==> config.mk <==
export PLATFORM = sky130hd
export DESIGN_NAME = uart_irq_ident
export DESIGN_NICKNAME = d
export VERILOG_FILES = /design/src/rtl/uart_irq_pkg.sv /design/src/rtl/uart_irq_trig.sv /design/src/rtl/uart_irq_prio.sv /design/src/rtl/uart_irq_ident.sv
export SDC_FILE = /design/constraint.sdc
export NUM_CORES = 1
export LEC_CHECK = 0
export BUFFER_PORTS_ARGS = -buffer_cell sky130_fd_sc_hd__buf_4
export CORE_MARGIN = 2
export CORE_UTILIZATION = 35
export CTS_BUF_LIST = sky130_fd_sc_hd__clkbuf_8
export CTS_CLUSTER_SIZE = 40
export DETAILED_ROUTE_END_ITERATION = 16
export GPL_ROUTABILITY_DRIVEN = 0
export PLACE_DENSITY = 0.74
export SYNTH_ARGS = -nofsm -noshare
export SYNTH_HDL_FRONTEND = slang
export SYNTH_SLANG_ARGS = --single-unit
==> constraint.sdc <==
create_clock -name clk -period 1.9 [get_ports clk]
set_input_delay 0.19 -clock clk [delete_from_list [all_inputs] [get_ports clk]]
set_output_delay 0.19 -clock clk [all_outputs]
set_load 0.1 [all_outputs]
==> src/rtl/uart_irq_pkg.sv <==
package uart_irq_pkg;
  localparam int NSRC = 5;

  // line status bit positions decoded by this block
  localparam int LS_DR   = 0;
  localparam int LS_OE   = 1;
  localparam int LS_PE   = 2;
  localparam int LS_FE   = 3;
  localparam int LS_BI   = 4;
  localparam int LS_THRE = 5;

  typedef enum logic [3:0] {
    ID_MODEM   = 4'h0,
    ID_NONE    = 4'h1,
    ID_THRE    = 4'h2,
    ID_RXDATA  = 4'h4,
    ID_LINE    = 4'h6,
    ID_TIMEOUT = 4'hC
  } irq_id_e;

  // source index 0 is the highest priority
  function automatic irq_id_e src_id(int idx);
    case (idx)
      0:       return ID_LINE;
      1:       return ID_TIMEOUT;
      2:       return ID_RXDATA;
      3:       return ID_THRE;
      default: return ID_MODEM;
    endcase
  endfunction
endpackage

==> src/rtl/uart_irq_trig.sv <==
module uart_irq_trig #(
  parameter int DEPTH = 16,
  parameter int CNT_W = $clog2(DEPTH + 1)
) (
  input  logic [1:0]       sel,
  output logic [CNT_W-1:0] level
);
  localparam int LVL1 = 1;
  localparam int LVL2 = (DEPTH / 4 > 0) ? DEPTH / 4 : 1;
  localparam int LVL3 = (DEPTH / 2 > 0) ? DEPTH / 2 : 1;
  localparam int LVL4 = (DEPTH > 2) ? DEPTH - 2 : 1;

  always_comb begin
    case (sel)
      2'd0:    level = CNT_W'(LVL1);
      2'd1:    level = CNT_W'(LVL2);
      2'd2:    level = CNT_W'(LVL3);
      default: level = CNT_W'(LVL4);
    endcase
  end
endmodule

==> src/rtl/uart_irq_prio.sv <==
module uart_irq_prio
  import uart_irq_pkg::*;
(
  input  logic [NSRC-1:0] req,
  output irq_id_e         id
);
  always_comb begin
    id = ID_NONE;
    // walk from lowest to highest so the highest active source wins
    for (int i = NSRC - 1; i >= 0; i--) begin
      if (req[i]) id = src_id(i);
    end
  end
endmodule

==> src/rtl/uart_irq_ident.sv <==
module uart_irq_ident
  import uart_irq_pkg::*;
#(
  parameter int FIFO_DEPTH = 16,
  localparam int CNT_W = $clog2(FIFO_DEPTH + 1)
) (
  input  logic             clk,
  input  logic             rst,
  input  logic             en_wr,
  input  logic [7:0]       en_wdata,
  input  logic             id_rd,
  input  logic             stat_rd,
  input  logic [7:0]       line_stat,
  input  logic             rx_tmo_pend,
  input  logic             thre_pend,
  input  logic [CNT_W-1:0] rx_count,
  input  logic [1:0]       trig_sel,
  input  logic             fifo_en,
  input  logic [3:0]       msr_delta,
  output logic [3:0]       en_q,
  output logic [7:0]       id_q,
  output logic             irq,
  output logic             thre_pend_clr,
  output logic             thre_pend_set,
  output logic             lsr_err_clr
);
  logic [CNT_W-1:0] trig_level;
  logic [NSRC-1:0]  src_req;
  logic             level_ok;
  irq_id_e          cur_id;

  uart_irq_trig #(.DEPTH(FIFO_DEPTH), .CNT_W(CNT_W)) u_trig (
    .sel   (trig_sel),
    .level (trig_level)
  );

  always_comb begin
    level_ok   = !fifo_en || (rx_count >= trig_level);
    src_req[0] = en_q[2] && (line_stat[LS_OE] || line_stat[LS_PE] ||
                             line_stat[LS_FE] || line_stat[LS_BI]);
    src_req[1] = en_q[0] && rx_tmo_pend;
    src_req[2] = en_q[0] && line_stat[LS_DR] && level_ok;
    src_req[3] = en_q[1] && thre_pend;
    src_req[4] = en_q[3] && (|msr_delta);
  end

  uart_irq_prio u_prio (
    .req (src_req),
    .id  (cur_id)
  );

  always_ff @(posedge clk) begin
    if (rst) begin
      en_q          <= 4'h0;
      id_q          <= {4'h0, ID_NONE};
      irq           <= 1'b0;
      thre_pend_clr <= 1'b0;
      thre_pend_set <= 1'b0;
      lsr_err_clr   <= 1'b0;
    end else begin
      if (en_wr) en_q <= en_wdata[3:0];
      id_q          <= {{2{fifo_en}}, 2'b00, cur_id};
      irq           <= (cur_id != ID_NONE);
      thre_pend_clr <= id_rd && (id_q[3:0] == ID_THRE);
      thre_pend_set <= en_wr && line_stat[LS_THRE];
      lsr_err_clr   <= stat_rd && (line_stat[LS_OE] || line_stat[LS_BI]);
    end
  end
endmodule

==> impl_metrics.csv, run 1 <==
group,metric,value,unit
grt,grt_max_degree,15,
clocking,clockBufferDepth,2,
worst_setup_path,path_max_fanout,4,
worst_setup_path,crit_arrival,1.28,ns
die,start_util,36.25,%
sta,skew,0.0009165,ns
layout,syn2layout_area_growth,58.68,%
worst_setup_path,start_kind,"input port",
worst_setup_path,crit_end,"irq$_SDFF_PP0_",
die,coreArea,1670,sq um
yosys,synth_compound_area_share,16.53,%
worst_setup_path,path_cells,"buf_4 -> nor2_1 -> ha_1 -> nor2b_1 -> o21ai_1 -> a41oi_2 -> a41oi_1",
clocking,clk_latency,0.24,ns
status,status,"complete, no violations",
grt,grt_pass1_wl,2.152,mm
layout,fin_nets,143,
worst_setup_path,worstSetupPathType,"input port to flip-flop",
worst_setup_path,worst_r2r_endpoint,"id_q[0]$_SDFF_PP1_",
routing,final_antenna_net_count,0,
clocking,cts_sinks,13,
clocking,clk_pin_slew,0.05,ns
routing,drt_iter0_markers,3,
routing,via_per_inst,4.867,
power_and_ir_drop,power.density,831.2,nW/um^2
power_and_ir_drop,leakage,0.4761,nW
routing,drt_wl_total,1.315,mm
clocking,ctsRootBufferMaster,"clkbuf_8",
grt,overflow,0,
grt,antenna_found_initial,0,
yosys,ys_types,22,
worst_setup_path,r2r-start,"en_q[0]$_SDFFE_PP0P_",
worst_setup_path,cp-end-kind,"flip-flop",
yosys,synth_top_family_by_area,"simple AND/OR/NAND/NOR gates",
yosys,synth_xor_area_share,0,%
sta,setup_viol,0,
yosys,yosysSeqAreaShare,42.98,%
worst_setup_path,critPathRequiredTime,2.00,ns
die,die_w,45.60,um
sta,setup_tns,0,ns
yosys,synthAdderAreaFrac,8.264,%
routing,post_drt_wl_per_cell,10.96,um
die,die-area,2079,sq um
sta,rsz0062_at_grt,"false",
worst_setup_path,slowest_delay,0.28,ns
power_and_ir_drop,ir_drop,458.1,uV
sta,final_hold_viol_count,0,
yosys,synth_cells,61,
die,fp.dieH,45.60,um
grt,grt_usage,15.00,%
place,hpwlAfterDp,1.104,mm
worst_setup_path,reg2reg_depth,4,
sta,period_share,61.95,%
power_and_ir_drop,finalPower,0.7987,mW
clocking,cts_setup_buffers,0,
yosys,netlist.area_leader.share,42.98,%
yosys,synthTopCellsByArea,"dfxtp_1, ha_1, mux2i_1",
job,drv_cap,0,
clocking,cts_tree,"built",
grt,grt_pass1_vias,528,
min_path,hp-class,"input port to flip-flop",
routing,dr.pass1.iters,4,
worst_setup_path,reg2reg_slack,0.76,ns
place,port_buffers,42,
clocking,cts_resized,0,
sta,timing.fmax,849.6,MHz
layout,drive_gt1_share,46.60,%
clocking,h-tree-depth,1,
die,ios,51,
sta,final_max_slew_viol_count,0,
yosys,ys_ff_latch,13,
worst_setup_path,startpoint,"trig_sel[1]",
yosys,synth_area,605.6,sq um
clocking,cts_made_buffers,3,
yosys,yosysWarningCount,0,
routing,vias,584,
yosys,synth_simple_gate_area_share,18.18,%
routing,drc,0,
clocking,cts_hold_buf,0,
yosys,avgSynthCellArea,9.928,sq um
sta,period_minus_slack,1.177,ns
worst_setup_path,slowest_stage,"a41oi_2",
layout,antenna_cells,0,
yosys,synth_mux_area_share,6.612,%
die,rows,15,
yosys,yosysTopAreaCell,"dfxtp_1",
[registers in the layout, indices dropped and copies added, names as in the netlist]
name	count
id_q	5
irq	1
en_q	4
thre_pend_clr	1
lsr_err_clr	1
thre_pend_set	1
[where the power goes]
part	total (mW)	switching (mW)	leakage, nW	internal (mW)
combinational	0.267	0.186	0.342	0.0819
sequential	0.298	0.00932	0.107	0.289
clock	0.233	0.0906	0.0269	0.142
[critical path, delay by kind of cell]
family / cells / cell delay (ns)
and+or+nand+nor: 2 / 0.23
buffers and inverters: 1 / 0.12
adders and majority gates: 1 / 0.24
AOI/OAI and AO/OA: 3 / 0.50
[cell families after synthesis]
group,after synthesis
AOI/OAI and AO/OA,10
adders and majority gates,4
buffers and inverters,8
DFF,13
muxes,4
other,1
and+or+nand+nor,21
[routing by layer]
layer  global-route usage (%)  vias to the layer above  wire length [um]
met5                        0                        -                 0
met4                    7.059                        0                20
met3                    5.952                        2                84
met2                    26.48                       22               721
met1                    15.20                      270               488
li1                         -                      290                 -
[cells in the final DEF (no fill, tap or decap)]
master	Yosys	final
o21ai_0	1	1
nor3b_1	3	3
dfxtp_1	13	13
mux2i_1	4	4
o2bb2ai_1	1	1
nor2b_1	2	2
a41o_1	1	1
nor3b_2	1	1
ha_1	4	4
o21ai_1	1	1
a41oi_1	1	1
buf_4	3	42
o41ai_4	1	1
conb_1	1	2
a41oi_2	1	1
nor2_1	8	8
inv_1	3	4
nand2_1	6	6
a21oi_1	2	2
o41ai_1	1	1
or4b_1	1	1
clkbuf_8	0	3
[cell type report]
class / instances / area (sq um)
Fill cell: 151 / 709.4
Timing Repair Buffer: 42 / 315.3
Multi-Input combinational cell: 41 / 307.8
Sequential cell: 13 / 260.3
Clock buffer: 3 / 41.29
Tap cell: 17 / 21.27
Inverter: 3 / 11.26
Clock inverter: 1 / 3.754
[synthesized netlist by cell type]
master,number
ha_1,4
o41ai_1,1
mux2i_1,4
nor3b_1,3
nor3b_2,1
nand2_1,6
nor2_1,8
o21ai_1,1
a41oi_2,1
o21ai_0,1
o2bb2ai_1,1
or4b_1,1
dfxtp_1,13
clkbuf_1,2
o41ai_4,1
a41oi_1,1
buf_4,3
a41o_1,1
nor2b_1,2
conb_1,1
a21oi_1,2
inv_1,3
[worst min-delay path by stage]
stage,startpoint,slack [ns],depth (start not counted),end
after floorplan,rst,0.26,1,id_q[6]$_SDFF_PP0_
after global placement,line_stat[5],0.41,3,thre_pend_set$_SDFF_PP0_
after detailed placement,fifo_en,0.42,2,id_q[6]$_SDFF_PP0_
after CTS,fifo_en,0.16,2,id_q[6]$_SDFF_PP0_
after global routing,fifo_en,0.20,2,id_q[6]$_SDFF_PP0_
final,fifo_en,0.17,2,id_q[6]$_SDFF_PP0_
[metrics by stage]
stage | utilization (%) | area, sq um | cells | setup WS (ns) | hold WS (ns)
6_report | 57.53 | 960.9 | 120 | 0.7230 | 0.1664
2_1_floorplan | - | 609.3 | 62 | 0.1426 | 0.2616
4_1_cts | 57.53 | 960.9 | 120 | 0.7266 | 0.1629
5_1_grt | 57.53 | 960.9 | 120 | 0.5792 | 0.1971
3_5_place_dp | 54.83 | 915.9 | 116 | 0.4717 | 0.4159
3_3_place_gp | 54.83 | 915.9 | 116 | 0.4948 | 0.4065
Note: power is estimated with default switching activity, not from simulation.
==> run 2: changes to the inputs <==
PLACE_DENSITY = 0.77   (was 0.74)
clock period = 0.9 ns   (was 1.9 ns; I/O delays follow)
==> run 2 against run 1 <==
Net effect:
- count of clock-buffer cells in the layout stayed put
- largest power group is now combinational logic
- non-clock buffer count up 4
- the run now ends with setup timing left
- setup slack worse by 0.90 ns
- total power up 130%
- core utilization is 18 points higher
- via count up 7.9%
==> impl_metrics.csv, run 2 (same netlist as run 1, synthesis figures left out) <==
group,metric,value,unit
layout,drive_gt1_share,74.77,%
clocking,cts_hold_buf,0,
sta,period_share,119.4,%
grt,grt_pass1_wl,2.504,mm
sta,setup_viol,6,
die,die_w,45.60,um
power_and_ir_drop,power.share.clock,27.0,%
layout,final_common_cell,"buf_4",
clocking,cts_sinks,13,
status,status,"finished, violations left",
worst_setup_path,crit_arrival,1.25,ns
worst_setup_path,slowest_delay,0.51,ns
die,fp.dieH,45.60,um
power_and_ir_drop,swShare,36.15,%
grt,met3_usage,7.937,%
grt,antenna_found_initial,0,
grt,grt_pass1_vias,596,
clocking,ctsRootBufferMaster,"clkbuf_8",
clocking,h-tree-depth,1,
layout,reg_top3,"id_q (5), en_q (4)",
clocking,clk_pin_slew,0.05,ns
grt,grtUsageMet2,30.70,%
die,rows,15,
sta,timing.fmax,930.5,MHz
die,start_util,36.25,%
worst_setup_path,crit_cells,2,
die,coreArea,1670,sq um
routing,drt_iter0_markers,10,
worst_setup_path,start_kind,"flip-flop",
clocking,cts_tree,"built",
job,drv_cap,0,
layout,antenna_cells,0,
grt,grt_max_degree,14,
worst_setup_path,cp.buffers_inverters,0,
sta,setup_ws,-0.1747,ns
layout,largest_reg_flops,5,
grt,grt_busiest_layer,"met2",
power_and_ir_drop,finalPower,1.857,mW
routing,drc,0,
layout,fin_nets,147,
sta,rsz0062_at_grt,"true",
min_path,hold-path-cell-count,2,
sta,skew,0.0002486,ns
power_and_ir_drop,combPwrFrac,38.6,%
die,die-area,2079,sq um
worst_setup_path,worstSetupPathType,"flip-flop to flip-flop",
place,hpwlAfterDp,1.175,mm
routing,via_per_inst,5.081,
worst_setup_path,critPathRequiredTime,1.08,ns
worst_setup_path,path_max_fanout,2,
power_and_ir_drop,p_sw,0.6713,mW
power_and_ir_drop,p_int,1.186,mW
routing,post_drt_wl_per_cell,14.14,um
min_path,hp-class,"input port to flip-flop",
layout,syn2layout_area_growth,107.0,%
sta,setup_tns,-0.7539,ns
clocking,cts_setup_buffers,0,
layout,layout_common_cells,"buf_4, nor2_1, dfxtp_4",
power_and_ir_drop,leakage,0.5444,nW
sta,period_minus_slack,1.075,ns
clocking,clockBufferDepth,2,
clocking,cts_made_buffers,3,
sta,final_max_slew_viol_count,0,
power_and_ir_drop,power.density,1481,nW/um^2
grt,use_met1,17.85,%
grt,overflow,0,
routing,vias,630,
power_and_ir_drop,ir_drop,1166,uV
grt,grt_usage,17.61,%
routing,dr.pass1.iters,3,
routing,drt_wl_total,1.753,mm
place,port_buffers,42,
die,ios,51,
worst_setup_path,path_cells,"or4b_4 -> nor3b_2",
worst_setup_path,cp-end-kind,"flip-flop",
clocking,clk_latency,0.24,ns
worst_setup_path,reg2reg_depth,2,
routing,final_antenna_net_count,0,
status,violations,"setup timing",
worst_setup_path,slowest_stage,"or4b_4",
layout,largest_register,"id_q",
worst_setup_path,crit_family,"simple AND/OR/NAND/NOR gates",
power_and_ir_drop,p_seq_share,34.4,%
sta,final_hold_viol_count,0,
## run 2: changes by cell type in the layout (fill, tap and decap cells not counted), moves of 3 or more
cell     previous run  this run
buf_12              0         6
buf_4              42        31
buf_6               0         4
buf_8               0         5
dfxtp_1            13         1
dfxtp_2             0         5
dfxtp_4             0         7
ha_1                4         0
ha_4                0         3
## run 2: metal layers
metal | wire length, um | vias to the layer above
met5 | 0 | -
met4 | 34 | 0
met3 | 108 | 5
met2 | 1014 | 22
met1 | 595 | 304
li1 | - | 299
## run 2: repair_timing
item                       in CTS  in global routing
resized for setup              31                 20
pin swaps                       2                 11
setup endpoints to repair      19                 15
## run 2: worst reg2reg max path, delay by kind of cell, from the launching register on
kind             cells  cell delay (ns)
DFF                  1             0.34
and+or+nand+nor      2             0.66
## run 2: worst paths after layout
| kind | from | to | slack, ns |
|---|---|---|---|
| max | id_q[2]$_SDFF_PP0_ | thre_pend_clr$_SDFF_PP0_ | -0.17 |
| min | fifo_en | id_q[6]$_SDFF_PP0_ | 0.06 |
| max reg2reg | id_q[2]$_SDFF_PP0_ | thre_pend_clr$_SDFF_PP0_ | -0.17 |
| min reg2reg | id_q[0]$_SDFF_PP1_ | thre_pend_clr$_SDFF_PP0_ | 0.44 |
## run 2: metrics by stage
| step | hold WS [ns] | utilization [%] | area, sq um | instances | worst slack (ns) |
|---|---|---|---|---|---|
| after floorplan | 0.1519 | - | 645.6 | 62 | -0.2827 |
| after detailed placement | 0.3185 | 58.58 | 978.4 | 120 | -0.4376 |
| after global placement | 0.3078 | 58.58 | 978.4 | 120 | -0.3697 |
| final | 0.06350 | 75.06 | 1254 | 124 | -0.1747 |
| after CTS | 0.06219 | 68.76 | 1149 | 124 | -0.1588 |
| after global routing | 0.08144 | 75.06 | 1254 | 124 | -0.1985 |
## run 2: area by class of cell
type                    instances  area, sq um
repair buffers                 46        473.0
fillers                       114        416.7
multi-input cells              41        410.4
flip-flops and latches         13        292.8
clock buffers                   3        41.29
well taps                      17        21.27
inverters                       3        11.26
clock inverters                 1        3.754
## run 2: power groups by stage
stage | clock network (mW) | logic, mW | registers, mW
2_1_floorplan | 0 | 0.159 | 0.882
3_3_place_gp | 0 | 0.576 | 0.634
3_5_place_dp | 0 | 0.583 | 0.636
4_1_cts | 0.522 | 0.655 | 0.635
5_1_grt | 0.535 | 0.746 | 0.644
6_report | 0.501 | 0.716 | 0.639
